## config.mk

```make
export PLATFORM = sky130hd
export DESIGN_NAME = cfg_pio_engine
export DESIGN_NICKNAME = d
export VERILOG_FILES = /design/src/rtl/cfgpio_pkg.sv /design/src/rtl/cfgpio_regs.sv /design/src/rtl/cfgpio_seq.sv /design/src/rtl/cfg_pio_engine.sv
export SDC_FILE = /design/constraint.sdc
export NUM_CORES = 1
export LEC_CHECK = 0
export BUFFER_PORTS_ARGS = -buffer_cell sky130_fd_sc_hd__buf_2
export CAP_MARGIN = 20
export CORE_UTILIZATION = 55
export DETAILED_ROUTE_END_ITERATION = 10
export HOLD_SLACK_MARGIN = 0.12
export PLACE_DENSITY = 0.92
export SYNTH_ARGS = -nofsm -noshare
export SYNTH_HDL_FRONTEND = slang
export SYNTH_SLANG_ARGS = --single-unit
```

## constraint.sdc

```tcl
create_clock -name clk -period 2.9 [get_ports clk]
set_input_delay 0.58 -clock clk [delete_from_list [all_inputs] [get_ports clk]]
set_output_delay 0.58 -clock clk [all_outputs]
set_load 0.01 [all_outputs]
```

## src/rtl/cfgpio_pkg.sv

```systemverilog
package cfgpio_pkg;
  localparam int WORD_W = 32;
  localparam int REG_AW = 4;
  localparam int KIND_W = 4;
  localparam int STRB_W = WORD_W / 8;
  localparam int CODE_W = 3;

  localparam logic [REG_AW-1:0] OFF_CTRL    = 4'd0;
  localparam logic [REG_AW-1:0] OFF_STAT    = 4'd1;
  localparam logic [REG_AW-1:0] OFF_ADDR_LO = 4'd2;
  localparam logic [REG_AW-1:0] OFF_ADDR_HI = 4'd3;
  localparam logic [REG_AW-1:0] OFF_WDATA   = 4'd4;
  localparam logic [REG_AW-1:0] OFF_STRB    = 4'd5;
  localparam logic [REG_AW-1:0] OFF_RDATA   = 4'd6;
  localparam logic [REG_AW-1:0] OFF_LAUNCH  = 4'd7;
  localparam logic [REG_AW-1:0] OFF_FLAG    = 4'd8;

  localparam int CTRL_NOWIN_BIT = 24;
  localparam int STAT_CODE_LSB  = 7;

  localparam logic [KIND_W-1:0] KIND_CFG_RD0 = 4'h8;
  localparam logic [KIND_W-1:0] KIND_CFG_RD1 = 4'h9;

  localparam logic [CODE_W-1:0] CODE_OK    = 3'd0;
  localparam logic [CODE_W-1:0] CODE_ABORT = 3'd4;

  typedef enum logic [1:0] {SQ_IDLE, SQ_SEND, SQ_WAIT} sq_state_t;

  typedef struct packed {
    logic [KIND_W-1:0]   kind;
    logic                nowin;
    logic [2*WORD_W-1:0] addr;
    logic [WORD_W-1:0]   data;
    logic [STRB_W-1:0]   strb;
  } pio_req_t;

  function automatic logic kind_is_read(input logic [KIND_W-1:0] k);
    return (k == KIND_CFG_RD0) || (k == KIND_CFG_RD1);
  endfunction

  function automatic logic kind_is_nonposted(input logic [KIND_W-1:0] k);
    return k[KIND_W-1:KIND_W-2] == 2'b10;
  endfunction
endpackage

```

## src/rtl/cfgpio_regs.sv

```systemverilog
module cfgpio_regs
  import cfgpio_pkg::*;
(
  input  logic              clk,
  input  logic              rst_n,
  input  logic              bus_wr,
  input  logic [REG_AW-1:0] bus_addr,
  input  logic [WORD_W-1:0] bus_wdata,
  output logic [WORD_W-1:0] bus_rdata,
  output logic              launch_o,
  output pio_req_t          cfg_o,
  output logic              start_o,
  output logic              flag_o,
  input  logic              done_i,
  input  logic [CODE_W-1:0] done_code_i,
  input  logic              done_np_i,
  input  logic [WORD_W-1:0] done_data_i
);
  logic [KIND_W-1:0] ctrl_kind;
  logic              ctrl_nowin;
  logic [WORD_W-1:0] addr_lo, addr_hi, wdat_q, rdat_q;
  logic [STRB_W-1:0] strb_q;
  logic [CODE_W-1:0] stat_code;
  logic              stat_np, start_q, flag_q;
  logic              hit_ctrl, hit_lo, hit_hi, hit_wd, hit_strb, hit_launch, hit_flag;

  always_comb begin
    hit_ctrl   = bus_wr && (bus_addr == OFF_CTRL);
    hit_lo     = bus_wr && (bus_addr == OFF_ADDR_LO);
    hit_hi     = bus_wr && (bus_addr == OFF_ADDR_HI);
    hit_wd     = bus_wr && (bus_addr == OFF_WDATA);
    hit_strb   = bus_wr && (bus_addr == OFF_STRB);
    hit_launch = bus_wr && (bus_addr == OFF_LAUNCH);
    hit_flag   = bus_wr && (bus_addr == OFF_FLAG);
  end

  assign launch_o = hit_launch && bus_wdata[0] && !start_q;

  always_ff @(posedge clk) begin
    if (!rst_n) begin
      ctrl_kind  <= '0;
      ctrl_nowin <= 1'b0;
      addr_lo    <= '0;
      addr_hi    <= '0;
      wdat_q     <= '0;
      strb_q     <= '0;
      stat_code  <= '0;
      stat_np    <= 1'b0;
      rdat_q     <= '1;
      start_q    <= 1'b0;
      flag_q     <= 1'b0;
    end else begin
      if (hit_ctrl) begin
        ctrl_kind  <= bus_wdata[KIND_W-1:0];
        ctrl_nowin <= bus_wdata[CTRL_NOWIN_BIT];
      end
      if (hit_lo)   addr_lo <= bus_wdata;
      if (hit_hi)   addr_hi <= bus_wdata;
      if (hit_wd)   wdat_q  <= bus_wdata;
      if (hit_strb) strb_q  <= bus_wdata[STRB_W-1:0];
      if (launch_o)    start_q <= 1'b1;
      else if (done_i) start_q <= 1'b0;
      if (done_i)                      flag_q <= 1'b1;
      else if (hit_flag && bus_wdata[0]) flag_q <= 1'b0;
      if (done_i) begin
        stat_code <= done_code_i;
        stat_np   <= done_np_i;
        rdat_q    <= (done_code_i == CODE_OK) ? done_data_i : '1;
      end
    end
  end

  always_comb begin
    cfg_o.kind  = ctrl_kind;
    cfg_o.nowin = ctrl_nowin;
    cfg_o.addr  = {addr_hi, addr_lo[WORD_W-1:2], 2'b00};
    cfg_o.data  = wdat_q;
    cfg_o.strb  = strb_q;
  end

  always_comb begin
    case (bus_addr)
      OFF_CTRL:    bus_rdata = {{(WORD_W-CTRL_NOWIN_BIT-1){1'b0}}, ctrl_nowin,
                                {(CTRL_NOWIN_BIT-KIND_W){1'b0}}, ctrl_kind};
      OFF_STAT:    bus_rdata = {{(WORD_W-STAT_CODE_LSB-CODE_W){1'b0}}, stat_code,
                                {(STAT_CODE_LSB-1){1'b0}}, stat_np};
      OFF_ADDR_LO: bus_rdata = addr_lo;
      OFF_ADDR_HI: bus_rdata = addr_hi;
      OFF_WDATA:   bus_rdata = wdat_q;
      OFF_STRB:    bus_rdata = {{(WORD_W-STRB_W){1'b0}}, strb_q};
      OFF_RDATA:   bus_rdata = rdat_q;
      OFF_LAUNCH:  bus_rdata = {{(WORD_W-1){1'b0}}, start_q};
      OFF_FLAG:    bus_rdata = {{(WORD_W-1){1'b0}}, flag_q};
      default:     bus_rdata = '0;
    endcase
  end

  assign start_o = start_q;
  assign flag_o  = flag_q;

  AST_DONE_SETS_FLAG: assert property (@(posedge clk) disable iff (!rst_n)
    done_i |=> (flag_q && !start_q));
  AST_ERR_RDATA_ONES: assert property (@(posedge clk) disable iff (!rst_n)
    (done_i && (done_code_i != CODE_OK)) |=> (rdat_q == '1));
  AST_START_HOLDS: assert property (@(posedge clk) disable iff (!rst_n)
    (start_q && !done_i) |=> start_q);
endmodule

```

## src/rtl/cfgpio_seq.sv

```systemverilog
module cfgpio_seq
  import cfgpio_pkg::*;
#(
  parameter int TIMEOUT_CYCLES = 1024
) (
  input  logic              clk,
  input  logic              rst_n,
  input  logic              launch_i,
  input  pio_req_t          cfg_i,
  output logic              req_valid,
  input  logic              req_ready,
  output pio_req_t          req_o,
  input  logic              cpl_valid,
  output logic              cpl_ready,
  input  logic [CODE_W-1:0] cpl_code,
  input  logic [WORD_W-1:0] cpl_data,
  output logic              done_o,
  output logic [CODE_W-1:0] done_code_o,
  output logic              done_np_o,
  output logic [WORD_W-1:0] done_data_o,
  output logic              busy_o
);
  localparam int CNT_W = $clog2(TIMEOUT_CYCLES + 1);
  localparam logic [CNT_W-1:0] LIMIT = CNT_W'(TIMEOUT_CYCLES - 1);
  localparam logic [CNT_W-1:0] SAT   = CNT_W'(TIMEOUT_CYCLES);

  sq_state_t        state;
  logic [CNT_W-1:0] cnt;
  pio_req_t         held;
  logic             at_limit, send_tmo, wait_tmo, cpl_take;

  always_comb begin
    at_limit = cnt >= LIMIT;
    send_tmo = (state == SQ_SEND) && !req_ready && at_limit;
    cpl_take = (state == SQ_WAIT) && cpl_valid;
    wait_tmo = (state == SQ_WAIT) && !cpl_valid && at_limit;
  end

  assign req_valid   = (state == SQ_SEND);
  assign cpl_ready   = (state == SQ_WAIT);
  assign req_o       = held;
  assign busy_o      = (state != SQ_IDLE);
  assign done_o      = cpl_take || send_tmo || wait_tmo;
  assign done_code_o = cpl_take ? cpl_code : CODE_ABORT;
  assign done_data_o = cpl_take ? cpl_data : '1;
  assign done_np_o   = kind_is_nonposted(held.kind);

  always_ff @(posedge clk) begin
    if (!rst_n) begin
      state <= SQ_IDLE;
      cnt   <= '0;
      held  <= '0;
    end else begin
      if (busy_o && (cnt != SAT)) cnt <= cnt + 1'b1;
      case (state)
        SQ_IDLE: if (launch_i) begin
          state     <= SQ_SEND;
          cnt       <= '0;
          held      <= cfg_i;
          held.strb <= kind_is_read(cfg_i.kind) ? '1 : cfg_i.strb;
        end
        SQ_SEND: begin
          if (req_ready)     state <= SQ_WAIT;
          else if (send_tmo) state <= SQ_IDLE;
        end
        SQ_WAIT: if (done_o) state <= SQ_IDLE;
        default: state <= SQ_IDLE;
      endcase
    end
  end

  AST_REQ_HOLD: assert property (@(posedge clk) disable iff (!rst_n)
    (req_valid && !req_ready && !send_tmo) |=> (req_valid && $stable(req_o)));
  AST_ONE_PHASE: assert property (@(posedge clk) disable iff (!rst_n)
    !(req_valid && cpl_ready));
  AST_CNT_BOUND: assert property (@(posedge clk) disable iff (!rst_n)
    busy_o |-> (cnt <= SAT));
endmodule

```

## src/rtl/cfg_pio_engine.sv

```systemverilog
module cfg_pio_engine
  import cfgpio_pkg::*;
#(
  parameter int TIMEOUT_CYCLES = 1024
) (
  input  logic        clk,
  input  logic        rst_n,
  input  logic        reg_wr,
  input  logic [3:0]  reg_addr,
  input  logic [31:0] reg_wdata,
  output logic [31:0] reg_rdata,
  output logic        irq,
  output logic        req_valid,
  input  logic        req_ready,
  output logic [3:0]  req_kind,
  output logic [63:0] req_addr,
  output logic [31:0] req_data,
  output logic [3:0]  req_strb,
  output logic        req_nowin,
  input  logic        cpl_valid,
  output logic        cpl_ready,
  input  logic [2:0]  cpl_code,
  input  logic [31:0] cpl_data
);
  pio_req_t          cfg_w, req_w;
  logic              launch_w, start_w, busy_w, done_w, done_np_w;
  logic [CODE_W-1:0] done_code_w;
  logic [WORD_W-1:0] done_data_w;

  cfgpio_regs u_regs (
    .clk(clk), .rst_n(rst_n),
    .bus_wr(reg_wr), .bus_addr(reg_addr), .bus_wdata(reg_wdata), .bus_rdata(reg_rdata),
    .launch_o(launch_w), .cfg_o(cfg_w), .start_o(start_w), .flag_o(irq),
    .done_i(done_w), .done_code_i(done_code_w), .done_np_i(done_np_w), .done_data_i(done_data_w)
  );

  cfgpio_seq #(.TIMEOUT_CYCLES(TIMEOUT_CYCLES)) u_seq (
    .clk(clk), .rst_n(rst_n),
    .launch_i(launch_w), .cfg_i(cfg_w),
    .req_valid(req_valid), .req_ready(req_ready), .req_o(req_w),
    .cpl_valid(cpl_valid), .cpl_ready(cpl_ready), .cpl_code(cpl_code), .cpl_data(cpl_data),
    .done_o(done_w), .done_code_o(done_code_w), .done_np_o(done_np_w), .done_data_o(done_data_w),
    .busy_o(busy_w)
  );

  assign req_kind  = req_w.kind;
  assign req_addr  = req_w.addr;
  assign req_data  = req_w.data;
  assign req_strb  = req_w.strb;
  assign req_nowin = req_w.nowin;

  AST_START_TRACKS_BUSY: assert property (@(posedge clk) disable iff (!rst_n)
    start_w == busy_w);
endmodule

```

==> metrics, run 1 <==
Util after Layout=0.672; clock share of power=0.445; WP data required=2320 ps; Post-synth top flop=dfxtp_1; Switch Pwr=0.00155 W; fillers=1438; achievable frequency=0.355 GHz; max-cap violation count=0; Worst Path Max Fanout=12; largest net degree at the start of global routing=245; register clock-pin slew on the reported worst setup and hold paths=60 ps; reg2reg setup slack=700 ps; Post-synth EDFFs=0; drt drc=0; M1 GR Usage=0.395; worst hold path type=in2reg; Worst Min Path Start=cpl_data[10]; WHS Path Cells=2; Yosys Warn Count=0; Crit path arrival time=2240 ps; Area growth, synth to finish=19.9%; met2 Usage GRT=0.499; Net Sw Frac=0.220; Fin. Hold Viols=0; gr busiest metal=met2; antenna cell count=0; GP Congestion=0.889; Comb power frac=0.044; Mean Syn Cell Area=8.18 µm²; # IOs=216; Max-Slew Margin vs Limit=0.239; Yosys cell types=55; vias=9745; Tmin final=2820 ps; Nets=1484; most frequent cells in the layout=nand2_1 (436), dfxtp_1 (259), buf_2 (213); Post-synth ARST share=0; clock tree buffer depth=3; FP Rows=49; WHS=282 ps; skew final=8.03 ps; Clock Root Buffer=clkbuf_16; WL/cell=17.8 µm; Worst setup SP type=input pin; register area=0.00518 mm²; Core Area=0.0180 mm²; IO Port Bufs=213; width of the die=137 µm; final WL=29400 µm; CTS Buf Count=25; DRT antenna net count=0; total grt overflow=0; share of layout cells above drive strength 1=0.209; Die ar.=0.0189 mm²; Pwr Density=583 mW/mm²; WS Path Type=in2out; vias in the first global route=8781; P_int=0.00549 W; sequential-to-total area share from yosys stat=0.515; M3 GR Usage=0.0600; hold path endpoint=u_regs.rdat_q[10]; clock sinks=259; Multi-input gate area=0.00440 mm²; Final HPWL DP=18900 µm; Slew Viols, Final=0; Setup violations, final=0; DR pass1 iterations=6; post-synthesis register bit count=259; Worst-Skew Late Latency=510 ps; Post-CTS Resized=0; synthesized cell area=0.0101 mm²; commonest non-fill, non-tap cell in the layout=nand2_1; H-Tree Depth=1; post-route setup TNS=0 ps; final period utilization=0.973; Total GRT Usage=0.303; Vias/cell=5.90; RSZ-0062 raised after global routing=no; Mapped Cells=1232; status=complete, no violations; first-pass GRT wire length=44900 µm; initial DRC count=947; Peak VDD IR=503 µV; RR Startpoint=u_seq.state[1]; initial core utilization=0.561; Post-CTS Setup Bufs=0; CTS tree=done; height of the chip=137 µm; crit end category=output pin; FF-to-FF End=u_regs.rdat_q[22]; Reg2Reg Depth=5; leakage=4.75 nW; initial antenna violation count=1; Worst-Margin Slew=1140 ps; sequential power share=0.511; hold buffers post-CTS=0
==> sequential cells by signal (all words and copies together) (netlist names) <==
name,flops
u_regs.start_o,1
u_seq.cnt,11
u_regs.stat_np,1
u_regs.rdat_q,32
u_regs.ctrl_kind,4
u_regs.strb_q,4
u_regs.addr_hi,32
u_regs.flag_o,1
u_seq.req_o,103
u_regs.wdat_q,32
u_seq.state,2
u_regs.addr_lo,32
u_regs.ctrl_nowin,1
u_regs.stat_code,3
==> synth_stat cells, types with 4 or more instances <==
cell type | instances | area (µm²)
buf_2 | 25 | 125
buf_6 | 11 | 124
nand2_1 | 436 | 1640
a31oi_1 | 4 | 25.0
nand3_1 | 14 | 70.1
nand3b_1 | 6 | 45.0
a21oi_1 | 210 | 1050
nor4b_1 | 4 | 35.0
a22oi_1 | 60 | 450
dfxtp_1 | 259 | 5180
mux2i_1 | 7 | 70.1
o32a_1 | 32 | 320
nor2b_1 | 5 | 31.3
clkbuf_1 | 57 | 214
inv_1 | 6 | 22.5
nor2_1 | 22 | 82.6
nor3_1 | 12 | 60.1
==> per-layer routing <==
layer / routed length [µm] / up-vias
met4: 828 / 2
met1: 11900 / 4571
met5: 13 / -
li1: - / 4548
met3: 2980 / 71
met2: 13700 / 553
==> power groups by stage <==
stage          combinational (W)  sequential, W  clock [W]
6_report                0.000312        0.00360    0.00313
5_1_grt                 0.000333        0.00360    0.00331
4_1_cts                 0.000305        0.00360    0.00317
3_5_place_dp            0.000303        0.00368          0
3_3_place_gp            0.000298        0.00368          0
2_1_floorplan           0.000160        0.00367          0
==> worst max path at each step <==
stage                      startpoint            end  slack [ps]  cells after the start
final                     reg_addr[1]   reg_rdata[8]          80                      7
after global routing      reg_addr[1]   reg_rdata[8]          50                      7
after CTS                 reg_addr[1]   reg_rdata[9]         200                      7
after detailed placement  reg_addr[1]   reg_rdata[9]         260                      7
after global placement    reg_addr[1]   reg_rdata[8]         250                      7
after floorplan           reg_addr[1]  reg_rdata[24]         620                      5
==> worst max-delay path, cell delays in order <==
cell and delay, ps:
buf_2 110, buf_4 170, nor4b_1 780, buf_4 260, a222oi_1 100, nand2_1 110
buf_2 130
==> through the flow <==
stage	std cells	power, W	area, µm²	setup slack, ps
3_3_place_gp	1608	0.00397	11300	248
6_report	1653	0.00704	12100	79.6
2_1_floorplan	1233	0.00383	10100	625
5_1_grt	1653	0.00725	12100	54.3
4_1_cts	1653	0.00707	12100	203
3_5_place_dp	1608	0.00398	11300	256
==> cell families after synthesis <==
kind of cell	Yosys count	share of synthesized area
AO/OA/AOI/OAI	327	0.201
XOR/XNOR	5	0.00435
adder cells (fa/ha/maj)	2	0.00248
buffers and inverters	106	0.0520
flip-flops	259	0.515
multiplexers	8	0.00807
other	1	0.000372
AND/OR/NAND/NOR	524	0.217
==> area by class of cell <==
cell class	instances	area share
Multi-Input combinational cell	868	0.364
Inverter	6	0.00228
Clock buffer	37	0.0597
Timing Repair Buffer	246	0.115
Tap cell	229	0.0237
Clock inverter	8	0.00570
Sequential cell	259	0.429
Power figures use the tool's default switching activity.
==> run 2, diff against run 1 <==
==> constraint.sdc (replaced) <==
create_clock -name clk -period 2.9 [get_ports clk]
set_input_delay 0.87 -clock clk [delete_from_list [all_inputs] [get_ports clk]]
set_output_delay 0.87 -clock clk [all_outputs]
set_load 0.01 [all_outputs]
==> run 2 against run 1 <==
Net effect:
- the run now ends with setup timing left
- register-to-register slack worse by 40 ps
- routed wire length up 8.0%
- count of clock-buffer cells in the layout down 6
- clock power up 15%
- worst hold slack better by 170 ps
- global-route usage up 0.80 points
- critical path type unchanged
==> metrics, run 2 (synthesized netlist as in run 1, its figures left out) <==
leakage=4.97 nW; Fin. Hold Viols=0; FP Rows=49; Vias/cell=5.97; Tmin final=2970 ps; Clock Root Buffer=clkbuf_16; DR pass1 iterations=6; # IOs=216; Max-Slew Margin vs Limit=0.233; H-Tree Depth=1; total grt overflow=0; P_int=0.00587 W; final cell count without fillers=1679; Total GRT Usage=0.311; WP data required=2030 ps; Crit path arrival time=2100 ps; Worst Min Path Start=u_seq.req_o[38]; drt drc=0; final period utilization=1.03; achievable frequency=0.336 GHz; Nets=1507; Setup WS post-layout=-73.6 ps; DRT antenna net count=0; RSZ-0062 raised after global routing=yes; largest net degree at the start of global routing=245; CTS Buf Count=27; Setup violations, final=28; reg2reg setup slack=660 ps; vias in the first global route=9329; height of the chip=137 µm; initial antenna violation count=0; Worst-Margin Slew=1150 ps; hold buffers post-CTS=0; vias=10000; worst hold path type=reg2reg; clock share of power=0.477; Switch Pwr=0.00169 W; Comb power frac=0.047; width of the die=137 µm; Slew Viols, Final=0; Final HPWL DP=19500 µm; Die ar.=0.0189 mm²; WHS Path Cells=2; Total Power=0.00756 W; Largest register FFs=103; CTS tree=done; Post-Place Cells=1622; Pwr Density=597 mW/mm²; skew final=7.44 ps; share of layout cells above drive strength 1=0.238; WL/cell=18.9 µm; clock tree buffer depth=3; register clock-pin slew on the reported worst setup and hold paths=60 ps; initial core utilization=0.561; Worst-Skew Late Latency=520 ps; commonest non-fill, non-tap cell in the layout=nand2_1; initial DRC count=1070; sequential power share=0.476; status=finished, violations left; final WL=31800 µm; most frequent cells in the layout=nand2_1 (436), dfxtp_1 (259), a21oi_1 (210); WS Path Type=in2out; first-pass GRT wire length=46300 µm; Peak VDD IR=614 µV; clock sinks=259; IO Port Bufs=213; Worst Path Max Fanout=6; hold path endpoint=u_seq.req_o[38]; Core Area=0.0180 mm²; Area growth, synth to finish=25.8%; failing checks=setup timing; Worst setup SP type=input pin; FF-to-FF End=u_regs.rdat_q[31]; GP Congestion=0.893; RR Startpoint=u_seq.state[1]; Net Sw Frac=0.224; fillers=1318; max-cap violation count=0; Reg2Reg Depth=5; crit end category=output pin
-- run 2: changes by cell type in the layout (fill, tap and decap cells not counted), sizes merged --
cell / change
diode: +1
clkbuf: -3
clkinv: +1
clkinvlp: +5
buf: +18
bufinv: +4
-- run 2: worst max-delay path by stage --
stage	from	depth (start not counted)	slack (ps)	endpoint
final	reg_addr[3]	9	-70	reg_rdata[20]
after global routing	reg_addr[3]	9	-80	reg_rdata[25]
after CTS	reg_addr[1]	7	-40	reg_rdata[22]
after detailed placement	reg_addr[0]	7	-210	reg_rdata[8]
after global placement	reg_addr[0]	7	-190	reg_rdata[8]
after floorplan	reg_addr[1]	5	40	reg_rdata[24]
-- run 2: layout make-up --
class / count / area, µm² / area share
multi-input cells: 868 / 4510 / 0.356
repair buffers: 267 / 1740 / 0.137
flip-flops and latches: 259 / 5180 / 0.409
well taps: 229 / 287 / 0.0226
clock inverters: 18 / 231 / 0.0183
inverters: 6 / 27.5 / 0.00217
diodes: 1 / 2.50 / 0.000197
clock buffers: 31 / 691 / 0.0545
-- run 2: per-stage QoR --
| step | utilization | worst slack, ps | TNS, ps | area (µm²) | hold slack (ps) |
|---|---|---|---|---|---|
| after floorplan | - | 44.9 | 0 | 10100 | 432 |
| after CTS | 0.691 | -39.8 | -434 | 12400 | 452 |
| final | 0.705 | -73.6 | -996 | 12700 | 448 |
| after global routing | 0.705 | -84.9 | -1840 | 12700 | 467 |
| after global placement | 0.639 | -195 | -1540 | 11500 | 440 |
| after detailed placement | 0.639 | -207 | -1590 | 11500 | 443 |
-- run 2: routing by layer --
layer  wire (µm)  GRT usage  vias to the layer above
met5           0          0                        -
met4        1240      0.136                        0
met3        3510     0.0824                      115
met2       15000      0.522                      612
met1       12100      0.373                     4690
li1            -          -                     4610
-- run 2: worst max-delay path, stage by stage --
cell and delay, ps:
buf_8 110, buf_6 110, nor4b_4 270, buf_6 170
buf_8 150, buf_12 130, a22oi_2 60, nand2_1 90
buf_2 130
-- run 2: power by group through the flow --
stage,logic (W),clock network (W),registers [W]
floorplan,0.000160,0,0.00367
global placement,0.000312,0,0.00368
detailed placement,0.000317,0,0.00368
CTS,0.000324,0.00362,0.00360
global route,0.000377,0.00378,0.00360
finish,0.000357,0.00361,0.00360
-- run 2: timing repair --
item                       in CTS  in global routing
pin swaps                       3                 17
setup endpoints to repair      32                 32
hold endpoints to repair        0                  0
resized for setup               8                 33
buffers inserted                0                  4
gates cloned                    0                  4
==> run 3, diff against run 2 <==
CELL_PAD_IN_SITES_DETAIL_PLACEMENT = 0   (was not set)
CELL_PAD_IN_SITES_GLOBAL_PLACEMENT = 1   (was not set)
CORE_UTILIZATION = 43   (was 55)
PLACE_DENSITY = 0.95   (was 0.92)
==> run 3 against run 2 <==
Net effect:
- the flow still finishes with violations (setup timing)
- critical path depth is 2 lower
- worst hold slack gained 2.2 ps
- via count decreased by 5.1%
- core utilization is 15 points lower
- non-clock buffer count rose by 4
- routed wire length down 4.4%
- fmax grew 1.3%
- sequential share of layout area shrank 0.17 points
- global-route usage is 6.2 points lower
- clock power fell by 2%
- setup slack improved by 38 ps
- final area grew 0.42%
==> metrics, run 3 (synthesized netlist as in run 1, its figures left out) <==
status=finished, violations left; failing checks=setup timing; WP data required=2030 ps; Worst-Margin Slew=1150 ps; share of layout cells above drive strength 1=0.239; clock tree buffer depth=3; initial DRC count=789; Max-Slew Margin vs Limit=0.234; Area growth, synth to finish=26.3%; H-Tree Depth=1; Total Power=0.00746 W; vias=9517; Slew Viols, Final=0; FP Rows=55; vias in the first global route=9187; WS Path Type=in2out; Fin. Hold Viols=0; worst hold path type=reg2reg; Setup WS post-layout=-35.4 ps; Vias/cell=5.39; Tmin final=2940 ps; Clock Root Buffer=clkbuf_16; Pwr Density=586 mW/mm²; clock sinks=259; CTS tree=done; first-pass GRT wire length=48300 µm; Crit path arrival time=2070 ps; Peak VDD IR=408 µV; leakage=4.98 nW; fillers=2140; total grt overflow=0; GP Congestion=0.862; post-route setup TNS=-186 ps; achievable frequency=0.341 GHz; CTS Buf Count=28; register clock-pin slew on the reported worst setup and hold paths=50 ps; WL/cell=17.2 µm; Core Area=0.0228 mm²; drt drc=0; # IOs=216; Worst Path Max Fanout=15; IO Port Bufs=213; commonest non-fill, non-tap cell in the layout=nand2_1; largest net degree at the start of global routing=245; final WL=30400 µm; skew final=12.8 ps; Design Area, Final=0.0127 mm²; Worst setup SP type=input pin; Total GRT Usage=0.249; DR pass1 iterations=5; width of the die=155 µm; Nets=1512; crit end category=output pin; Die ar.=0.0240 mm²; Setup violations, final=13; DRT antenna net count=0; RSZ-0062 raised after global routing=yes; final period utilization=1.01; initial antenna violation count=2; Worst-Skew Late Latency=530 ps; Util after Layout=0.559; Placed Area=0.0116 mm²; max-cap violation count=0; most frequent cells in the layout=nand2_1 (436), dfxtp_1 (259), a21oi_1 (210); Largest register FFs=103; Final HPWL DP=20100 µm; initial core utilization=0.442; height of the chip=155 µm
run 3: critical path, cell delays in order:
cell     delay (ps)
buf_12          110
buf_6           110
nor4b_4         340
buf_6           250
a22oi_1         100
nand3_1         120
buf_2           150
run 3: final timing paths:
check | endpoint | slack, ps | start | cells after the start
worst max register to register | u_regs.rdat_q[15] | 770 | u_seq.state[1] | 5
worst min-delay path | u_seq.req_o[68] | 450 | u_seq.req_o[68] | 2
worst max-delay path | reg_rdata[1] | -40 | reg_addr[3] | 7
worst min register to register | u_seq.req_o[68] | 450 | u_seq.req_o[68] | 2
run 3: routing by layer:
metal | part of all wire | wire (µm) | GRT usage
met1 | 0.43 | 13200 | 0.330
met2 | 0.47 | 14300 | 0.410
met3 | 0.075 | 2280 | 0.0499
met4 | 0.021 | 633 | 0.0745
met5 | 0.00033 | 10 | 0
run 3: final cells by class:
class | instances | area (µm²) | area share
multi-input cells | 868 | 4490 | 0.353
flip-flops and latches | 259 | 5180 | 0.407
inverters | 6 | 27.5 | 0.00216
clock inverters | 8 | 73.8 | 0.00580
diodes | 1 | 2.50 | 0.000197
repair buffers | 271 | 1700 | 0.134
well taps | 313 | 392 | 0.0308
clock buffers | 41 | 851 | 0.0669
run 3: per-stage QoR:
step	setup WS, ps	hold WS [ps]	std cells
floorplan	44.9	432	1233
global placement	-67.9	440	1713
detailed placement	-142	444	1713
CTS	-35.6	452	1763
global route	-67.1	469	1766
finish	-35.4	451	1767
run 3: power by group:
group / internal, W / switching, W / leakage [nW]
registers: 0.00358 / 0.0000205 / 2.09
logic: 0.000130 / 0.000213 / 2.44
clock network: 0.00211 / 0.00141 / 0.454
run 3: repair_timing:
item                                    4_1_cts  5_1_grt
hold buffers                                  0        0
gates resized for setup                      23       11
setup buffers                                 1        3
endpoints found under the setup margin       32       32
pin swaps                                    13        9
